File: src/rtl/tps_pkg.sv
package tps_pkg;
  localparam int TP_N   = 12;
  localparam int TP_W   = $clog2(TP_N + 1);
  localparam int SS_W   = 3;
  localparam int NREG   = 4;
  localparam int CP_N   = 12;
  // read strobes, register order A,L,B,Z
  localparam int CP_RA  = 0;
  localparam int CP_RD  = 4;
  // write strobes, same register order
  localparam int CP_WA  = 5;
  localparam int CP_MAD = 9;
  localparam int CP_MRD = 10;
  localparam int CP_MWR = 11;
  localparam int TP_MAD = 1;
  localparam int TP_MRD = 4;
  localparam int TP_MWR = 10;

  typedef enum logic [SS_W-1:0] {
    SS_NOP  = 3'd0,
    SS_LDA  = 3'd1,
    SS_LDL  = 3'd2,
    SS_A2B  = 3'd3,
    SS_SWAP = 3'd4,
    SS_ORAL = 3'd5,
    SS_CLRA = 3'd6,
    SS_BCST = 3'd7
  } ss_e;
endpackage

File: src/rtl/tps_tpgen.sv
module tps_tpgen
  import tps_pkg::*;
(
  input  logic            clk_i,
  input  logic            rst_ni,
  input  logic            start_i,
  input  logic [SS_W-1:0] sseq_i,
  output logic            active_o,
  output logic [TP_W-1:0] tp_o,
  output ss_e             ss_o
);
  logic [TP_W-1:0] tp_q;
  logic            act_q;
  ss_e             ss_q;

  always_ff @(posedge clk_i or negedge rst_ni) begin
    if (!rst_ni) begin
      tp_q  <= TP_W'(1);
      act_q <= 1'b0;
      ss_q  <= SS_NOP;
    end else if (!act_q || tp_q == TP_W'(TP_N)) begin
      tp_q  <= TP_W'(1);
      act_q <= start_i;
      if (start_i) ss_q <= ss_e'(sseq_i);
    end else begin
      tp_q <= tp_q + TP_W'(1);
    end
  end

  assign active_o = act_q;
  assign tp_o     = tp_q;
  assign ss_o     = ss_q;
endmodule

File: src/rtl/tps_cpmatrix.sv
module tps_cpmatrix
  import tps_pkg::*;
(
  input  logic            active_i,
  input  ss_e             ss_i,
  input  logic [TP_W-1:0] tp_i,
  output logic [CP_N-1:0] cp_o
);
  localparam int RL = CP_RA + 1, RB = CP_RA + 2;
  localparam int WL = CP_WA + 1, WB = CP_WA + 2, WZ = CP_WA + 3;

  logic [CP_N-1:0] mtx;
  logic [CP_N-1:0] mem;

  always_comb begin
    mtx = '0;
    unique case (ss_i)
      SS_LDA:  if (tp_i == TP_W'(6)) begin mtx[CP_RD] = 1'b1; mtx[CP_WA] = 1'b1; end
      SS_LDL:  if (tp_i == TP_W'(6)) begin mtx[CP_RD] = 1'b1; mtx[WL] = 1'b1; end
      SS_A2B:  if (tp_i == TP_W'(3)) begin mtx[CP_RA] = 1'b1; mtx[WB] = 1'b1; end
      SS_SWAP: begin
        if (tp_i == TP_W'(2)) begin mtx[CP_RA] = 1'b1; mtx[WB] = 1'b1; end
        if (tp_i == TP_W'(5)) begin mtx[RL] = 1'b1; mtx[CP_WA] = 1'b1; end
        if (tp_i == TP_W'(8)) begin mtx[RB] = 1'b1; mtx[WL] = 1'b1; end
      end
      SS_ORAL: if (tp_i == TP_W'(7)) begin
        mtx[CP_RA] = 1'b1; mtx[RL] = 1'b1; mtx[WZ] = 1'b1;
      end
      SS_CLRA: if (tp_i == TP_W'(9)) mtx[CP_WA] = 1'b1;
      SS_BCST: if (tp_i == TP_W'(11)) begin
        mtx[CP_RD] = 1'b1; mtx[CP_WA] = 1'b1; mtx[WL] = 1'b1;
        mtx[WB] = 1'b1; mtx[WZ] = 1'b1;
      end
      default: mtx = '0;
    endcase
  end

  always_comb begin
    mem = '0;
    mem[CP_MAD] = (tp_i == TP_W'(TP_MAD));
    mem[CP_MRD] = (tp_i == TP_W'(TP_MRD));
    mem[CP_MWR] = (tp_i == TP_W'(TP_MWR));
  end

  assign cp_o = active_i ? (mtx | mem) : '0;
endmodule

File: src/rtl/tps_regs.sv
module tps_regs
  import tps_pkg::*;
#(
  parameter int DATA_W = 16
) (
  input  logic              clk_i,
  input  logic              rst_ni,
  input  logic [CP_N-1:0]   cp_i,
  input  logic [DATA_W-1:0] data_i,
  output logic [DATA_W-1:0] bus_o,
  output logic [DATA_W-1:0] rq_o [NREG]
);
  logic [DATA_W-1:0] src [NREG+1];

  for (genvar k = 0; k < NREG; k++) begin : g_reg
    logic [DATA_W-1:0] q;
    always_ff @(posedge clk_i or negedge rst_ni) begin
      if (!rst_ni)              q <= '0;
      else if (cp_i[CP_WA + k]) q <= bus_o;
    end
    assign src[k]  = cp_i[CP_RA + k] ? q : '0;
    assign rq_o[k] = q;
  end
  assign src[NREG] = cp_i[CP_RD] ? data_i : '0;

  always_comb begin
    bus_o = '0;
    for (int i = 0; i <= NREG; i++) bus_o = bus_o | src[i];
  end
endmodule

File: src/rtl/tps_seq.sv
module tps_seq
  import tps_pkg::*;
#(
  parameter int DATA_W = 16
) (
  input  logic              clk_i,
  input  logic              rst_ni,
  input  logic              start_i,
  input  logic [SS_W-1:0]   sseq_i,
  input  logic [DATA_W-1:0] data_i,
  output logic [TP_W-1:0]   tp_o,
  output logic [CP_N-1:0]   cp_o,
  output logic              eoc_o,
  output logic [DATA_W-1:0] bus_o,
  output logic [DATA_W-1:0] a_o,
  output logic [DATA_W-1:0] l_o,
  output logic [DATA_W-1:0] b_o,
  output logic [DATA_W-1:0] z_o
);
  logic              active;
  ss_e               ss;
  logic [DATA_W-1:0] rq [NREG];

  tps_tpgen u_gen (
    .clk_i, .rst_ni, .start_i, .sseq_i,
    .active_o(active), .tp_o(tp_o), .ss_o(ss)
  );

  tps_cpmatrix u_mtx (
    .active_i(active), .ss_i(ss), .tp_i(tp_o), .cp_o(cp_o)
  );

  tps_regs #(.DATA_W(DATA_W)) u_regs (
    .clk_i, .rst_ni, .cp_i(cp_o), .data_i, .bus_o(bus_o), .rq_o(rq)
  );

  assign eoc_o = active && (tp_o == TP_W'(TP_N));
  assign a_o = rq[0];
  assign l_o = rq[1];
  assign b_o = rq[2];
  assign z_o = rq[3];
endmodule

File: config.mk
export PLATFORM = sky130hd
export DESIGN_NAME = tps_seq
export DESIGN_NICKNAME = d
export VERILOG_FILES = /design/src/rtl/tps_pkg.sv /design/src/rtl/tps_tpgen.sv /design/src/rtl/tps_cpmatrix.sv /design/src/rtl/tps_regs.sv /design/src/rtl/tps_seq.sv
export SDC_FILE = /design/constraint.sdc
export NUM_CORES = 1
export LEC_CHECK = 0
export CAP_MARGIN = 20
export CORE_ASPECT_RATIO = 0.7
export CORE_MARGIN = 4
export CORE_UTILIZATION = 41
export CTS_CLUSTER_DIAMETER = 150
export DETAILED_ROUTE_END_ITERATION = 10
export PLACE_DENSITY_LB_ADDON = 0.25
export SYNTH_ARGS = -nofsm -noshare
export SYNTH_HDL_FRONTEND = slang
export SYNTH_HIERARCHICAL = 1
export SYNTH_SLANG_ARGS = --single-unit
File: constraint.sdc
create_clock -name clk_i -period 2.4 [get_ports clk_i]
set_clock_uncertainty 0.2 [all_clocks]
set_input_delay 0.48 -clock clk_i [delete_from_list [all_inputs] [get_ports clk_i]]
set_output_delay 0.48 -clock clk_i [all_outputs]
set_load 0.01 [all_outputs]
# Word level (Yosys, flattened, before mapping)
# Cells that the tools add are included.
dict set report op_classes {
  n_div 0
  bitwise 5
  shift 0
  n_mul 0
  n_lt_le_gt_ge 0
  add_sub_neg 1
  reduce_logical 4
  eq_ne 19
  muxes 25
}
# cell count
set op_table {}
lappend op_table {{two-way mux 16 bit} 5}
lappend op_table {{bitwise OR 16 bit} 4}
lappend op_table {{equality test 4 bit, second input constant} 5}
lappend op_table {{equality test 4 x 3 -> 1 bit, second input constant} 4}
lappend op_table {{equality test 3 bit, second input constant} 4}
lappend op_table {{two-way mux 12 bit} 1}
lappend op_table {{bitwise OR 9 x 12 -> 12 bit} 1}
lappend op_table {{case mux 1 bit (3 select lines)} 4}
lappend op_table {{equality test 4 x 2 -> 1 bit, second input constant} 2}
lappend op_table {{two-way mux 1 bit} 8}
lappend op_table {{equality test 3 x 2 -> 1 bit, second input constant} 2}
lappend op_table {{two-way mux 5 bit} 1}
lappend op_table {{adder 4 x 1 -> 4 bit, second input constant} 1}
lappend op_table {{equality test 4 x 1 -> 1 bit, second input constant} 1}
lappend op_table {{two-way mux 2 bit} 2}
lappend op_table {{two-way mux 4 bit} 1}
lappend op_table {{case mux 1 bit (2 select lines)} 2}
lappend op_table {{case mux 1 bit (4 select lines)} 1}
lappend op_table {{equality test 3 x 1 -> 1 bit, second input constant} 1}
lappend op_table {{AND reduction 2 bit} 1}
lappend op_table {{logical AND 1 bit} 1}
lappend op_table {{logical NOT 1 bit} 1}
lappend op_table {{logical OR 1 bit} 1}
dict set report totals {
  word_cells 61
  in_bits 22
  output_inout_bits 97
  latch_bits 0
  memories 0
  ram_bits 0
  ff_bits 72
  mem_bits_ro 0
}

# Longest topological paths before layout
dict set report depth {
  word_depth 10
  depth_mapped 8
  ltp_nobuf 6
}

# Hierarchy
# The synthesis kept the hierarchy.
# module area_each_um2 instances cells_per_inst seq_area_each_um2
set by_module_without_submodules {}
lappend by_module_without_submodules {tps_regs 2672.6 1 259 1601.5}
lappend by_module_without_submodules {tps_cpmatrix 342.8 1 56 0.0}
lappend by_module_without_submodules {tps_tpgen 340.3 1 26 201.4}
lappend by_module_without_submodules {tps_seq 12.5 1 2 0.0}

# Worst setup path after synthesis
# No wires, ideal clock.
dict set report synth_path {
  path_kind {register to output}
  from {register u_gen.tp_q[0] (netlist: u_gen/tp_o[0])}
  to {output port bus_o[3]}
  stages_incl_launch_ff 8
  arrival_ns 2.126
  setup_slack_ns -0.406
  n_path_buf 3
  required_time_ns 1.720
  cell_sequence {dfstp_2 > buf_2 > nand2_1 > nor4_1 > clkbuf_1 > buf_2 > a22oi_1 > nand2_1}
}
dict set report synth_via {
  elab_chain_cells 10
  word_cells_on_any_way 29
  classes_between {7 x eq/ne; 17 x mux; 5 x bitwise}
}
# item line_no
set synth_lines {}
lappend synth_lines {{start, declared} tps_tpgen.sv:12} ;# logic [TP_W-1:0] tp_q;
lappend synth_lines {{start signal, assigned} tps_tpgen.sv:26} ;# tp_q <= tp_q + TP_W'(1);
lappend synth_lines {{equality test 4 x 3 -> 1 bit, on equally long branches} {tps_cpmatrix.sv:26, tps_cpmatrix.sv:23}}
lappend synth_lines {{two-way mux 2 bit or two-way mux 1 bit (tied branches)} {tps_cpmatrix.sv:26, tps_cpmatrix.sv:23}}
lappend synth_lines {{case mux 1 bit (2 select lines) *} tps_cpmatrix.sv:17} ;# unique case (ss_i)
lappend synth_lines {{bitwise OR 9 x 12 -> 12 bit *} tps_cpmatrix.sv:45} ;# assign cp_o = active_i ? (mtx | mem) : '0;
lappend synth_lines {{two-way mux 12 bit *} tps_cpmatrix.sv:45}
lappend synth_lines {{net cp_o[1]} tps_seq.sv:12} ;# output logic [CP_N-1:0] cp_o,
lappend synth_lines {{two-way mux 16 bit *} tps_regs.sv:21} ;# assign src[k] = cp_i[CP_RA + k] ? q : '0;
lappend synth_lines {{bitwise OR 16 bit * (4 in series)} tps_regs.sv:28} ;# for (int i = 0; i <= NREG; i++) bus_o = bus_o | src[i];
lappend synth_lines {{end, declared} tps_seq.sv:14} ;# output logic [DATA_W-1:0] bus_o,
# Mark *: on every way through the listed nets, which the timed path passes. The rest lies on a longest branch.

# Final worst setup path
dict set report layout_path {
  from {register u_gen.ss_q[2] (netlist: u_gen/ss_o[2])}
  to {output port bus_o[2]}
}
dict set report layout_via {
  elab_chain_cells 9
  word_cells_on_any_way 20
  classes_between {6 x eq/ne; 9 x mux; 5 x bitwise}
}
# item line_no
set layout_lines {}
lappend layout_lines {{start, declared} tps_tpgen.sv:14} ;# ss_e ss_q;
lappend layout_lines {{start signal, assigned} tps_tpgen.sv:24} ;# if (start_i) ss_q <= ss_e'(sseq_i);
lappend layout_lines {{equality test 3 bit or equality test 3 x 2 -> 1 bit (tied branches)} tps_cpmatrix.sv:17}
lappend layout_lines {{case mux 1 bit (3 select lines) or case mux 1 bit (2 select lines) (tied branches)} tps_cpmatrix.sv:17}
lappend layout_lines {{bitwise OR 9 x 12 -> 12 bit *} tps_cpmatrix.sv:45}
lappend layout_lines {{two-way mux 12 bit *} tps_cpmatrix.sv:45}
lappend layout_lines {{two-way mux 16 bit} tps_regs.sv:21}
lappend layout_lines {{bitwise OR 16 bit (3 in series)} tps_regs.sv:28}
lappend layout_lines {{bitwise OR 16 bit *} tps_regs.sv:28}
# Mark *: on every way between the ends. The rest lies on a longest branch, timed or not.

==> results.sh <==
export IMPL_fmax_mhz=342
export IMPL_dr_wl_met2_um=6320
export IMPL_grt_max_degree=39
export IMPL_firstDrtPassIters=7
export IMPL_place_congestion=0.852
export IMPL_switchingPower_uw=3270
export IMPL_diodes=0
export IMPL_crit_start="u_gen/ss_o[2]"
export IMPL_cts_num_sinks=72
export IMPL_synth_seq_cells=72
export IMPL_place_area_um2=5150
export IMPL_avgViaCountPerCell=5.73
export IMPL_reg2reg_to="u_regs/g_reg[3].q[15]"
export IMPL_combPwrFrac=0.557
export IMPL_vias=3798
export IMPL_maxSlewViolCount=0
export IMPL_dr_wl_met3_um=755
export IMPL_critical_path_class="reg -> out"
export IMPL_required_ns=1.72
export IMPL_cts_tree="done"
export IMPL_routed_top_layer="met4"
export IMPL_clock_latency_ns=0.33
export IMPL_wl_per_cell_um=19.4
export IMPL_drt_antenna_violating_nets=0
export IMPL_dieWidth_um=116
export IMPL_dieArea_um2=9750
export IMPL_numPlacedInstances=607
export IMPL_internal_power_uw=5300
export IMPL_drc=0
export IMPL_arrival_ns=2.24
export IMPL_outcome="finished, violations left"
export IMPL_postSynthCellCount=343
export IMPL_synth_edf_count=0
export IMPL_leakagePower_uw=0.00251
export IMPL_grt_setup_unrepaired="yes"
export IMPL_max_slew_margin=0.658
export IMPL_cp_start_kind="register"
export IMPL_synth_top_area_share=0.527
export IMPL_synth_area_um2=3370
export IMPL_drt_total_wl_um=12900
export IMPL_portBuffers=117
export IMPL_cts_path_max_buffers=2
export IMPL_cp_end_kind="primary output"
export IMPL_synth_cell_type_count=36
export IMPL_drt_iter0_markers=351
export IMPL_setup_ws_ns=-0.525
export IMPL_start_util=0.424
export IMPL_ys_warn_count=6
export IMPL_async_reset_ff_frac=1.00
export IMPL_clk_pin_slew_ns=0.06
export IMPL_crit_end="bus_o[2]"
export IMPL_cp_max_fo=8
export IMPL_irDropWorstVdd_uv=776
export IMPL_wl_met1_um=5670
export IMPL_ios=119
export IMPL_switching_share=0.381
export IMPL_p_clk_frac=0.169
export IMPL_holdCritPathClass="reg -> reg"
export IMPL_fin_nets=581
export IMPL_area_growth_pct=77.3
export IMPL_reg2regPathDepth=14
export IMPL_synthesis_nets=367
export IMPL_core_area_um2=7940
export IMPL_ys_seq_area_frac=0.535
export IMPL_grt_use_total=0.257
export IMPL_overflow=0
export IMPL_ys_top_cells_by_area="dfrtp_1 53%, a31oi_1 12%, nor2_1 8.2%"
export IMPL_final_area_um2=5970
export IMPL_antenna_found_initial=0
export IMPL_cap_violations=0
export IMPL_min_period_ns=2.92
export IMPL_ys_flop_type="dfrtp_1"
export IMPL_synth_top_area_cell="dfrtp_1"
export IMPL_row_count=27
export IMPL_die_y_um=83.8
export IMPL_timing_final_crit_share=1.22
export IMPL_hold_viol_final=0
export IMPL_htree_levels=3
export IMPL_mostFrequentLayoutCells="87 x clkdlybuf4s50_1, 82 x buf_4, 70 x nor2_1"
export IMPL_r2r_setup_slack_ns=-0.31
export IMPL_violations="negative setup slack"
export IMPL_fin_cells=663
export IMPL_cts_buffers_inserted=9
export IMPL_grt_pass1_vias=3802
export IMPL_drive_gt1_frac=0.335
export IMPL_sequentialPowerShare=0.274
export IMPL_worst_pin_slew_ns=0.513
export IMPL_finalSetupViolations=42
export IMPL_ctsRootBufferMaster="clkbuf_16"
export IMPL_avgSynthCellArea_um2=9.82
export IMPL_layout_commonest_cell="clkdlybuf4s50_1"
export IMPL_grt_pass1_wl_um=19800
export IMPL_hpwl_um=8250
export IMPL_p_per_area_nw_per_um2=1430
export IMPL_r2r_start="u_gen/ss_o[1]"
-- area by class of cell --
type	count	area, µm²
Clock buffer	10	229
Clock inverter	6	92.6
Fill cell	539	1970
Inverter	2	7.51
Multi-Input combinational cell	244	1650
Sequential cell	72	1810
Tap cell	101	126
Timing Repair Buffer	228	2060
-- Yosys cell counts, types with 2 or more instances --
library cell,count
nor2_1,74
ha_1,2
nor4_1,7
nand2_1,20
buf_2,7
xnor2_1,4
xor2_1,2
nand3_1,7
buf_6,2
a222oi_1,16
nor3_1,2
and3_1,2
dfrtp_1,71
and2b_2,2
buf_4,2
nand2b_1,4
a31oi_1,66
a21oi_1,3
inv_1,2
mux2i_1,2
a22oi_1,16
mux2_1,3
clkbuf_1,14
-- flip-flops by register name, indices dropped and copies added, names as in the netlist --
signal,flops
u_regs/g.q,64
u_gen/tp_o,4
u_gen/ss_o,3
u_gen/active_o,1
-- kinds of logic after synthesis --
kind of cell / after synthesis / synth area share
and+or+nand+nor: 126 / 0.168
AOI/OAI and AO/OA: 104 / 0.217
DFF: 72 / 0.535
buffers and inverters: 27 / 0.0394
xor gates and xnor gates: 6 / 0.0156
muxes: 5 / 0.0160
adders and majority gates: 2 / 0.00743
other: 1 / 0.00111
-- worst max-delay path: stages (launching register included) --
cell	delay, ns
dfrtp_1	0.40
buf_4	0.15
nand2b_4	0.08
mux2i_1	0.07
a31oi_1	0.19
nor3_2	0.09
buf_6	0.15
buf_12	0.12
a222oi_1	0.40
nand2_1	0.10
buf_2	0.16
-- worst min path at each step --
stage / from / slack (ns) / depth (start not counted) / to
final: u_regs/g_reg[2].q[9] / 0.38 / 2 / u_regs/g_reg[2].q[9]
after global routing: u_regs/g_reg[2].q[6] / 0.39 / 2 / u_regs/g_reg[2].q[6]
after CTS: u_regs/g_reg[3].q[2] / 0.37 / 2 / u_regs/g_reg[3].q[2]
after detailed placement: rst_ni / 0.29 / 1 / u_regs/g_reg[1].q[0]
after global placement: rst_ni / 0.28 / 1 / u_regs/g_reg[1].q[0]
after floorplan: rst_ni / -0.02 / 0 / u_gen/active_o
-- what timing repair did --
item                                   CTS  global route
setup endpoints to repair               28            63
hold buffers                             1             0
resized for setup                      120            52
endpoints found under the hold margin   37             0
gates cloned                             0             0
pin swaps                               45            27
setup buffers                           33            18
-- power groups by stage --
stage          clock network, µW  logic [µW]  registers, µW
2_1_floorplan                  0        1500           2460
3_5_place_dp                   0        4010           2320
6_report                    1450        4770           2350
3_3_place_gp                   0        3940           2310
5_1_grt                     1530        5100           2430
4_1_cts                     1460        4380           2330
-- per-layer routing --
| metal | global-route usage | vias to the layer above |
|---|---|---|
| met5 | 0 | - |
| met4 | 0.0643 | 0 |
| met3 | 0.0616 | 15 |
| met2 | 0.404 | 161 |
| met1 | 0.355 | 1889 |
| li1 | - | 1733 |
-- per-stage QoR --
step	setup WS, ns	util	hold WS (ns)	power, µW	setup TNS [ns]
2_1_floorplan	-0.212	-	-0.0156	3970	-2.55
3_3_place_gp	-0.477	0.649	0.275	6250	-7.34
3_5_place_dp	-0.536	0.649	0.286	6340	-7.71
4_1_cts	-0.464	0.728	0.372	8170	-9.04
5_1_grt	-0.639	0.752	0.390	9060	-15.47
6_report	-0.525	0.752	0.377	8570	-9.77
Note: power is estimated with default switching activity, not from simulation.
